File: src/rtl/uop_arb_pkg.sv
package uop_arb_pkg;

  localparam int NUM_PORTS = 5;
  localparam int CLS_W     = 3;

  typedef enum logic [CLS_W-1:0] {
    UC_CPLX = 3'd0,
    UC_SIMP = 3'd1,
    UC_FP   = 3'd2,
    UC_LOAD = 3'd3,
    UC_STA  = 3'd4,
    UC_STD  = 3'd5
  } uop_cls_e;

  localparam int PORT_SHARED = 0;
  localparam int PORT_SIMPLE = 1;
  localparam int PORT_LOAD   = 2;
  localparam int PORT_STA    = 3;
  localparam int PORT_STD    = 4;

  // Home port of each class; simple ops spill to the shared port in the top.
  function automatic logic [NUM_PORTS-1:0] home_port(logic [CLS_W-1:0] cls);
    logic [NUM_PORTS-1:0] m;
    m = '0;
    case (cls)
      UC_CPLX, UC_FP: m[PORT_SHARED] = 1'b1;
      UC_SIMP:        m[PORT_SIMPLE] = 1'b1;
      UC_LOAD:        m[PORT_LOAD]   = 1'b1;
      UC_STA:         m[PORT_STA]    = 1'b1;
      UC_STD:         m[PORT_STD]    = 1'b1;
      default:        m = '0;
    endcase
    return m;
  endfunction

endpackage

File: src/rtl/uarb_rst_sync.sv
module uarb_rst_sync (
  input  logic clk,
  input  logic rst_n,
  output logic rst_n_sync
);

  logic [1:0] sync_q;

  always_ff @(posedge clk or negedge rst_n) begin
    if (!rst_n) sync_q <= 2'b00;
    else        sync_q <= {sync_q[0], 1'b1};
  end

  assign rst_n_sync = sync_q[1];

endmodule

File: src/rtl/uarb_entry_store.sv
module uarb_entry_store
  import uop_arb_pkg::*;
#(
  parameter int ENTRIES = 8,
  parameter int AGE_W   = 4,
  parameter int IDX_W   = $clog2(ENTRIES)
) (
  input  logic                             clk,
  input  logic                             rst_n,
  input  logic                             alloc_en,
  input  logic [IDX_W-1:0]                 alloc_idx,
  input  logic [CLS_W-1:0]                 alloc_cls,
  input  logic [AGE_W-1:0]                 alloc_age,
  input  logic [ENTRIES-1:0]               free_mask,
  output logic [ENTRIES-1:0]               valid_q,
  output logic [ENTRIES-1:0][CLS_W-1:0]    cls_q,
  output logic [ENTRIES-1:0][AGE_W-1:0]    age_q
);

  logic [ENTRIES-1:0] wr_en;
  logic [ENTRIES-1:0] valid_d;

  // One write strobe per slot; a write wins over a same-cycle free.
  always_comb begin
    for (int i = 0; i < ENTRIES; i++) begin
      wr_en[i]   = alloc_en && (alloc_idx == IDX_W'(i));
      valid_d[i] = wr_en[i] | (valid_q[i] & ~free_mask[i]);
    end
  end

  always_ff @(posedge clk or negedge rst_n) begin
    if (!rst_n) valid_q <= '0;
    else        valid_q <= valid_d;
  end

  // Payload registers: no reset, written under their own enable.
  for (genvar g = 0; g < ENTRIES; g++) begin : g_slot
    always_ff @(posedge clk) begin
      if (wr_en[g]) begin
        cls_q[g] <= alloc_cls;
        age_q[g] <= alloc_age;
      end
    end
  end

endmodule

File: src/rtl/uarb_elig_decode.sv
module uarb_elig_decode
  import uop_arb_pkg::*;
#(
  parameter int ENTRIES = 8
) (
  input  logic [ENTRIES-1:0]                 valid_q,
  input  logic [ENTRIES-1:0]                 ready_vec,
  input  logic [ENTRIES-1:0][CLS_W-1:0]      cls_q,
  output logic [NUM_PORTS-1:0][ENTRIES-1:0]  port_cand
);

  always_comb begin
    for (int i = 0; i < ENTRIES; i++) begin
      logic [NUM_PORTS-1:0] home;
      home = home_port(cls_q[i]);
      for (int p = 0; p < NUM_PORTS; p++) begin
        port_cand[p][i] = valid_q[i] & ready_vec[i] & home[p];
      end
    end
  end

endmodule

File: src/rtl/uarb_oldest_pick.sv
module uarb_oldest_pick #(
  parameter int ENTRIES = 8,
  parameter int AGE_W   = 4,
  parameter int IDX_W   = $clog2(ENTRIES)
) (
  input  logic [ENTRIES-1:0]             elig,
  input  logic [ENTRIES-1:0][AGE_W-1:0]  age,
  output logic                           hit,
  output logic [IDX_W-1:0]               idx
);

  logic [AGE_W-1:0] best;

  // Strict compare keeps the lower index on equal ages.
  always_comb begin
    hit  = 1'b0;
    idx  = '0;
    best = '0;
    for (int i = 0; i < ENTRIES; i++) begin
      if (elig[i] && (!hit || (age[i] < best))) begin
        hit  = 1'b1;
        idx  = IDX_W'(i);
        best = age[i];
      end
    end
  end

endmodule

File: src/rtl/uop_port_arbiter.sv
module uop_port_arbiter
  import uop_arb_pkg::*;
#(
  parameter int ENTRIES = 8,
  parameter int AGE_W   = 4,
  localparam int IDX_W  = $clog2(ENTRIES)
) (
  input  logic                       clk,
  input  logic                       rst_n,
  input  logic                       alloc_en,
  input  logic [IDX_W-1:0]           alloc_idx,
  input  logic [CLS_W-1:0]           alloc_cls,
  input  logic [AGE_W-1:0]           alloc_age,
  input  logic [ENTRIES-1:0]         ready_vec,
  input  logic [NUM_PORTS-1:0]       port_busy,
  output logic [NUM_PORTS-1:0]       grant_vld,
  output logic [NUM_PORTS*IDX_W-1:0] grant_idx,
  output logic [ENTRIES-1:0]         entry_valid
);

  logic                               rst_n_sync;
  logic [ENTRIES-1:0]                 valid_q;
  logic [ENTRIES-1:0][CLS_W-1:0]      ent_cls;
  logic [ENTRIES-1:0][AGE_W-1:0]      ent_age;
  logic [NUM_PORTS-1:0][ENTRIES-1:0]  port_cand;
  logic [ENTRIES-1:0]                 free_mask;

  logic [NUM_PORTS-1:1]               sec_hit;
  logic [IDX_W-1:0]                   sec_idx [NUM_PORTS-1:1];
  logic [ENTRIES-1:0]                 sec_elig [NUM_PORTS-1:1];

  logic                               p0_hit;
  logic [IDX_W-1:0]                   p0_idx;
  logic [ENTRIES-1:0]                 p0_elig;
  logic [ENTRIES-1:0]                 p1_taken;

  uarb_rst_sync i_rst_sync (
    .clk        (clk),
    .rst_n      (rst_n),
    .rst_n_sync (rst_n_sync)
  );

  uarb_entry_store #(
    .ENTRIES (ENTRIES),
    .AGE_W   (AGE_W),
    .IDX_W   (IDX_W)
  ) i_store (
    .clk       (clk),
    .rst_n     (rst_n_sync),
    .alloc_en  (alloc_en),
    .alloc_idx (alloc_idx),
    .alloc_cls (alloc_cls),
    .alloc_age (alloc_age),
    .free_mask (free_mask),
    .valid_q   (valid_q),
    .cls_q     (ent_cls),
    .age_q     (ent_age)
  );

  uarb_elig_decode #(
    .ENTRIES (ENTRIES)
  ) i_decode (
    .valid_q   (valid_q),
    .ready_vec (ready_vec),
    .cls_q     (ent_cls),
    .port_cand (port_cand)
  );

  // Dedicated ports 1..4 pick from their own class only.
  for (genvar p = 1; p < NUM_PORTS; p++) begin : g_port
    assign sec_elig[p] = port_cand[p] & {ENTRIES{~port_busy[p]}};

    uarb_oldest_pick #(
      .ENTRIES (ENTRIES),
      .AGE_W   (AGE_W),
      .IDX_W   (IDX_W)
    ) i_pick (
      .elig (sec_elig[p]),
      .age  (ent_age),
      .hit  (sec_hit[p]),
      .idx  (sec_idx[p])
    );
  end

  // Shared port: complex/FP plus whatever simple work port 1 left behind.
  always_comb begin
    p1_taken = '0;
    if (sec_hit[PORT_SIMPLE]) p1_taken[sec_idx[PORT_SIMPLE]] = 1'b1;
    p0_elig = (port_cand[PORT_SHARED] | (port_cand[PORT_SIMPLE] & ~p1_taken))
              & {ENTRIES{~port_busy[PORT_SHARED]}};
  end

  uarb_oldest_pick #(
    .ENTRIES (ENTRIES),
    .AGE_W   (AGE_W),
    .IDX_W   (IDX_W)
  ) i_pick_shared (
    .elig (p0_elig),
    .age  (ent_age),
    .hit  (p0_hit),
    .idx  (p0_idx)
  );

  always_comb begin
    grant_vld = '0;
    grant_idx = '0;
    free_mask = '0;
    grant_vld[PORT_SHARED] = p0_hit;
    if (p0_hit) begin
      grant_idx[PORT_SHARED*IDX_W +: IDX_W] = p0_idx;
      free_mask[p0_idx] = 1'b1;
    end
    for (int p = 1; p < NUM_PORTS; p++) begin
      grant_vld[p] = sec_hit[p];
      if (sec_hit[p]) begin
        grant_idx[p*IDX_W +: IDX_W] = sec_idx[p];
        free_mask[sec_idx[p]] = 1'b1;
      end
    end
  end

  assign entry_valid = valid_q;

endmodule

File: config.mk
export PLATFORM = sky130hd
export DESIGN_NAME = uop_port_arbiter
export DESIGN_NICKNAME = d
export VERILOG_FILES = /design/src/rtl/uop_arb_pkg.sv /design/src/rtl/uarb_rst_sync.sv /design/src/rtl/uarb_entry_store.sv /design/src/rtl/uarb_elig_decode.sv /design/src/rtl/uarb_oldest_pick.sv /design/src/rtl/uop_port_arbiter.sv
export SDC_FILE = /design/constraint.sdc
export NUM_CORES = 1
export LEC_CHECK = 0
export BUFFER_PORTS_ARGS = -buffer_cell sky130_fd_sc_hd__buf_2
export CAP_MARGIN = 10
export CORE_ASPECT_RATIO = 0.9
export CORE_MARGIN = 4
export CORE_UTILIZATION = 60
export CTS_BUF_LIST = sky130_fd_sc_hd__clkbuf_4
export CTS_CLUSTER_SIZE = 8
export DETAILED_ROUTE_END_ITERATION = 12
export PLACE_DENSITY = 0.76
export SETUP_SLACK_MARGIN = 0.3
export SLEW_MARGIN = 5
export SYNTH_ARGS = -nofsm -noshare
export SYNTH_HDL_FRONTEND = slang
export SYNTH_HIERARCHICAL = 1
export SYNTH_SLANG_ARGS = --single-unit
File: constraint.sdc
create_clock -name clk -period 40.6 [get_ports clk]
set_clock_uncertainty 0.05 [all_clocks]
set_input_delay 8.12 -clock clk [delete_from_list [all_inputs] [get_ports clk]]
set_output_delay 8.12 -clock clk [all_outputs]
set_load 0.005 [all_outputs]
# Yosys cells after proc, flatten, opt, wreduce, memory -nomap -nowiden
# Cells that the tools add are included.
[word_totals]
ram_bits = 0
out_inout_bits = 28
n_memories = 0
wordCells = 505
romBits = 0
latchBits = 0
reg_bits = 66
input_bits = 26
[classes]
n_bitwise = 89
shifts = 0
eq_ne = 47
addsub = 0
n_div = 0
multipliers = 0
reduce_logical = 135
muxes = 171
order_cmp = 45
[ops]
columns = ["cell", "count"]
rows = [
  ["$lt 4x4->1", 35],
  ["$mux 4", 35],
  ["$mux 1", 90],
  ["$mux 3", 25],
  ["$eq 3x3->1 const B", 20],
  ["$and 1x1->1", 56],
  ["$eq 3x2->1 const B", 18],
  ["$and 8x8->8", 6],
  ["$logic_and 1x1->1", 48],
  ["$mux 8", 6],
  ["$or 8x8->8", 5],
  ["$logic_not 1->1", 35],
  ["$logic_or 1x1->1", 35],
  ["$eq 3x1->1 const B", 9],
  ["$logic_not 3->1", 9],
  ["$lt 3x4->1 const B", 5],
  ["$mux 2", 10],
  ["$reduce_or 2->1", 8],
  ["$demux 1 s3", 5],
  ["$ge 3x1->1 const B", 5],
  ["$not 1->1", 13],
  ["$not 8->8", 1],
  ["$or 1x1->1", 8],
]

# Longest topological paths before layout
[logic_depth]
ltp_word = 87
mapped_depth = 120
depth_no_buf = 118

# Hierarchy
# Netlist, hierarchy kept.
[by_module_without_submodules]
columns = ["mod", "cells_per_inst", "area_per_inst_um2", "instances", "seq_area_each_um2"]
rows = [
  ["uarb_oldest_pick (g_port[1].i_pick ...)", 193, 1452.6, 3, 0.0],
  ["uarb_oldest_pick (g_port[2].i_pick ...)", 193, 1376.3, 2, 0.0],
  ["uarb_entry_store", 94, 2054.5, 1, 1881.8],
  ["uop_port_arbiter", 127, 850.8, 1, 0.0],
  ["uarb_elig_decode", 65, 385.4, 1, 0.0],
  ["uarb_rst_sync", 3, 53.8, 1, 50.0],
]

# Worst setup path after synthesis
# No wires, ideal clock.
[synth_timing]
path_kind = "input to output"
from = "input port ready_vec[0]"
to = "output port grant_idx[1]"
setup_slack_ns = 3.587
stages = 113
required_time_ns = 32.430
path_buffers = 4
arrival_time_ns = 28.843
path_cell_list = "nand2_1 nor4b_1 nor2b_1 buf_6 and2_2 inv_1 ha_1 a21oi_2 nand2_1 a31o_2 a211oi_1 ha_1 a2111oi_2 nand3_1 nor2_1 a311oi_2 or2_2 nand2_1 (+77 left out) o21ai_4 a21oi_1 ha_1 o21a_1 o22ai_1 a21oi_1 inv_1 a21oi_1 o22ai_1 ha_1 nor2_1 nand2_1 o2111ai_1 o21ai_0 nand2_1 a22oi_1 o221ai_1 and2_1"
[synth_lines]
columns = ["item", "line", "source"]
rows = [
  ["start, declared", "uop_port_arbiter.sv:14", "input logic [ENTRIES-1:0] ready_vec,"],
  ["end, declared", "uop_port_arbiter.sv:17", "output logic [NUM_PORTS*IDX_W-1:0] grant_idx,"],
]

==> out/results.ini <==
[floorplanning]
die_w_um=147
initial_core_util_pct=61.5
core_um2=17000
pin_count=54
rows=45
die_h_um=133
dieArea_um2=19600

[synth]
synth-edff-count=56
ys_ff_latch=66
synth-xor-area-share_pct=0
synth-simple-area-share_pct=28.9
synth_cell_types=86
synth_area_um2=10500
muxShareOfSynthArea_pct=0
netlist_instances=1254
yosysSeqAreaShare_pct=18.5
synth_fa_ha_area_share_pct=12.6
postSynthAreaPerCell_um2=8.34
ys_warn_count=6
yosys_most_used_dff=edfxtp_1
synth_compound_area_share_pct=35.9
synth_nets=1385
async_flop_share_pct=15.2
synth_top_family_by_area=compound AO/OA/AOI/OAI gates

[power]
irDropWorstVdd_uv=30.6
p_leak_nw=4.41
power_density_nw_per_um2=19.2

[critical_path]
slowest_stage=a2111oi_4
cp.required_ns=32.43
critPathArrivalTime_ns=30.60
cp-start-kind=input pin
path_max_fanout=14
cp-end-kind=output port
cpPeakStageDelay_ns=0.42
crit_top_cell=ha_1
ff2ff_setup_slack_ns=16.94
crit_type=input pin to output port

[global_routing]
grt_pass1_wl_um=50800
antenna_found_initial=1
grt_pass1_vias=9904
grt_max_degree=26
grt_usage_pct=31.7
overflow=0

[routing]
wl_per_cell_um=20.5
routed_wl_um=32300
drtAntennaViolNets=0
viasPerCell=6.74
drt_first_iter_violations=833
firstDrtPassIters=6
vias=10627
remaining_drc_errors=0

[timing]
slew_headroom_pct=25.0
final_hold_viol_count=0
final-max-slew-violation-count=0
finalCritPeriodShare_pct=95.5
worstMarginPinSlew_ns=1.11
fmax_mhz=25.8
setup_viol=0
hold_slack_ns=0.0876
period_needed_ns=38.77
rsz0062_at_grt=no

[job]
drv_cap=0

[placement]
gp_congestion=1.03
hpwl_um=25200
port_buffers=53

[final_layout]
drive_gt1_share_pct=21.0
utilization_pct=67.5
final_nets=1467
area_growth_pct=9.72
antenna_cells=0

[run_status]
status=finished, final reports clean

[clocking]
cts_tree=yes
cts.clk_slew.worst_paths_ns=0.12
cts_buffers=9
worstSkewPairLatency_ns=0.42
clock_path_buffers=2
cts.sinks=66
h-tree-depth=3
clockRootBuffer=clkbuf_4

[hold_path]
hold_class=flop to async pin

per-layer routing:
| layer | up-vias | share of wire [%] | GRT usage, % | wire length (um) |
|---|---|---|---|---|
| met5 | - | 0.025 | 0 | 8 |
| met4 | 2 | 2.6 | 10.1 | 839 |
| met3 | 73 | 9.0 | 5.85 | 2920 |
| met2 | 477 | 46 | 50.9 | 14800 |
| met1 | 4950 | 43 | 43.5 | 13800 |
| li1 | 5125 | - | - | - |
cell usage after synthesis (all sizes together) (6+ instances only):
cell	number	area, um2
nand2	127	487
ha	105	1310
nor2	93	349
a21oi	77	404
inv	60	225
edfxtp	56	1680
a211oi	45	378
a31oi	45	372
and2	45	305
nand3	43	215
a21o	40	304
nor2b	40	250
o21a	35	263
o21ai	34	234
o22ai	31	213
or2	30	188
nor3	25	160
nor3b	25	188
o2111ai	25	338
buf	22	189
nor4	20	125
a221o	17	170
or3	16	125
a21boi	15	113
o211ai	15	138
nand2b	13	88.8
nand4b	12	105
nor4b	12	118
dfrtp	10	250
o211a	10	100
and4b	9	90.1
a31o	8	70.1
nand4	8	50.1
o31ai	6	60.1
final cells by class:
cell class	count	area, um2
clock buffer	12	90.1
clock inverter	4	21.3
fill	1456	5530
inverter	60	225
multi-input combinational	1102	8310
sequential	66	1930
tap	235	294
timing repair buffer	97	596
critical path, delay by kind of cell:
family	cells	cell delay (ns)
compound gates	58	10.78
buf+inv	9	1.12
simple gates	36	6.52
fa+ha+maj	14	4.01
worst paths after layout:
| kind | end | startpoint | cells after the start |
|---|---|---|---|
| min reg2reg | i_store/valid_q[5] | i_rst_sync/sync_q[1] | 0 |
| min | i_store/valid_q[5] | i_rst_sync/sync_q[1] | 0 |
| max in group asynchronous | i_rst_sync/sync_q[1] | rst_n | 1 |
| max | grant_idx[2] | ready_vec[0] | 117 |
| min in group clk | i_rst_sync/sync_q[1] | i_rst_sync/sync_q[0] | 0 |
| max reg2reg | i_store/valid_q[2] | i_store/valid_q[0] | 119 |
what timing repair did:
action | 4_1_cts | 5_1_grt
hold buffers | 0 | 0
resized for setup | 3 | 31
hold endpoints to repair | 0 | 0
pin swaps | 0 | 6
buffers inserted | 0 | 12
setup endpoints to repair | 3 | 3
gates cloned | 0 | 1
cells by family after synthesis:
family,count (synthesis)
compound gates,459
fa+ha+maj,105
buf+inv,87
flops,66
other cells,1
simple gates,536
power by group:
group          internal (mW)  switching [mW]
registers             0.0790         0.00616
logic                 0.0401          0.0592
clock network         0.0143          0.0216
flip-flops by register name (all words and copies together), names as in the netlist:
name	cells
i_rst_sync/sync_q	2
i_store/age_q	32
i_store/cls_q	24
i_store/valid_q	8
cells in the final DEF (no fill, tap or decap), types with 26 or more instances in the layout:
cell type  count
nor2b_1       40
buf_2         53
inv_1         56
nand3_1       43
buf_4         44
edfxtp_1      56
ha_1         105
o22ai_1       28
o21a_1        35
a31oi_1       33
nand2_1      123
a21oi_1       66
a21o_1        37
a211oi_1      35
and2_1        26
nor2_1        93
metrics by stage:
step	setup TNS [ns]	setup slack, ns	total power [mW]	cell area [um2]	instances
final	0	1.83	0.220	11500	1576
after global routing	0	0.242	0.235	11500	1576
after CTS	0	0.473	0.215	11200	1563
after detailed placement	-0.177	-0.129	0.180	11000	1547
after global placement	0	0.286	0.178	11000	1547
after floorplan	0	3.59	0.151	10500	1254
Power figures use the tool's default switching activity.
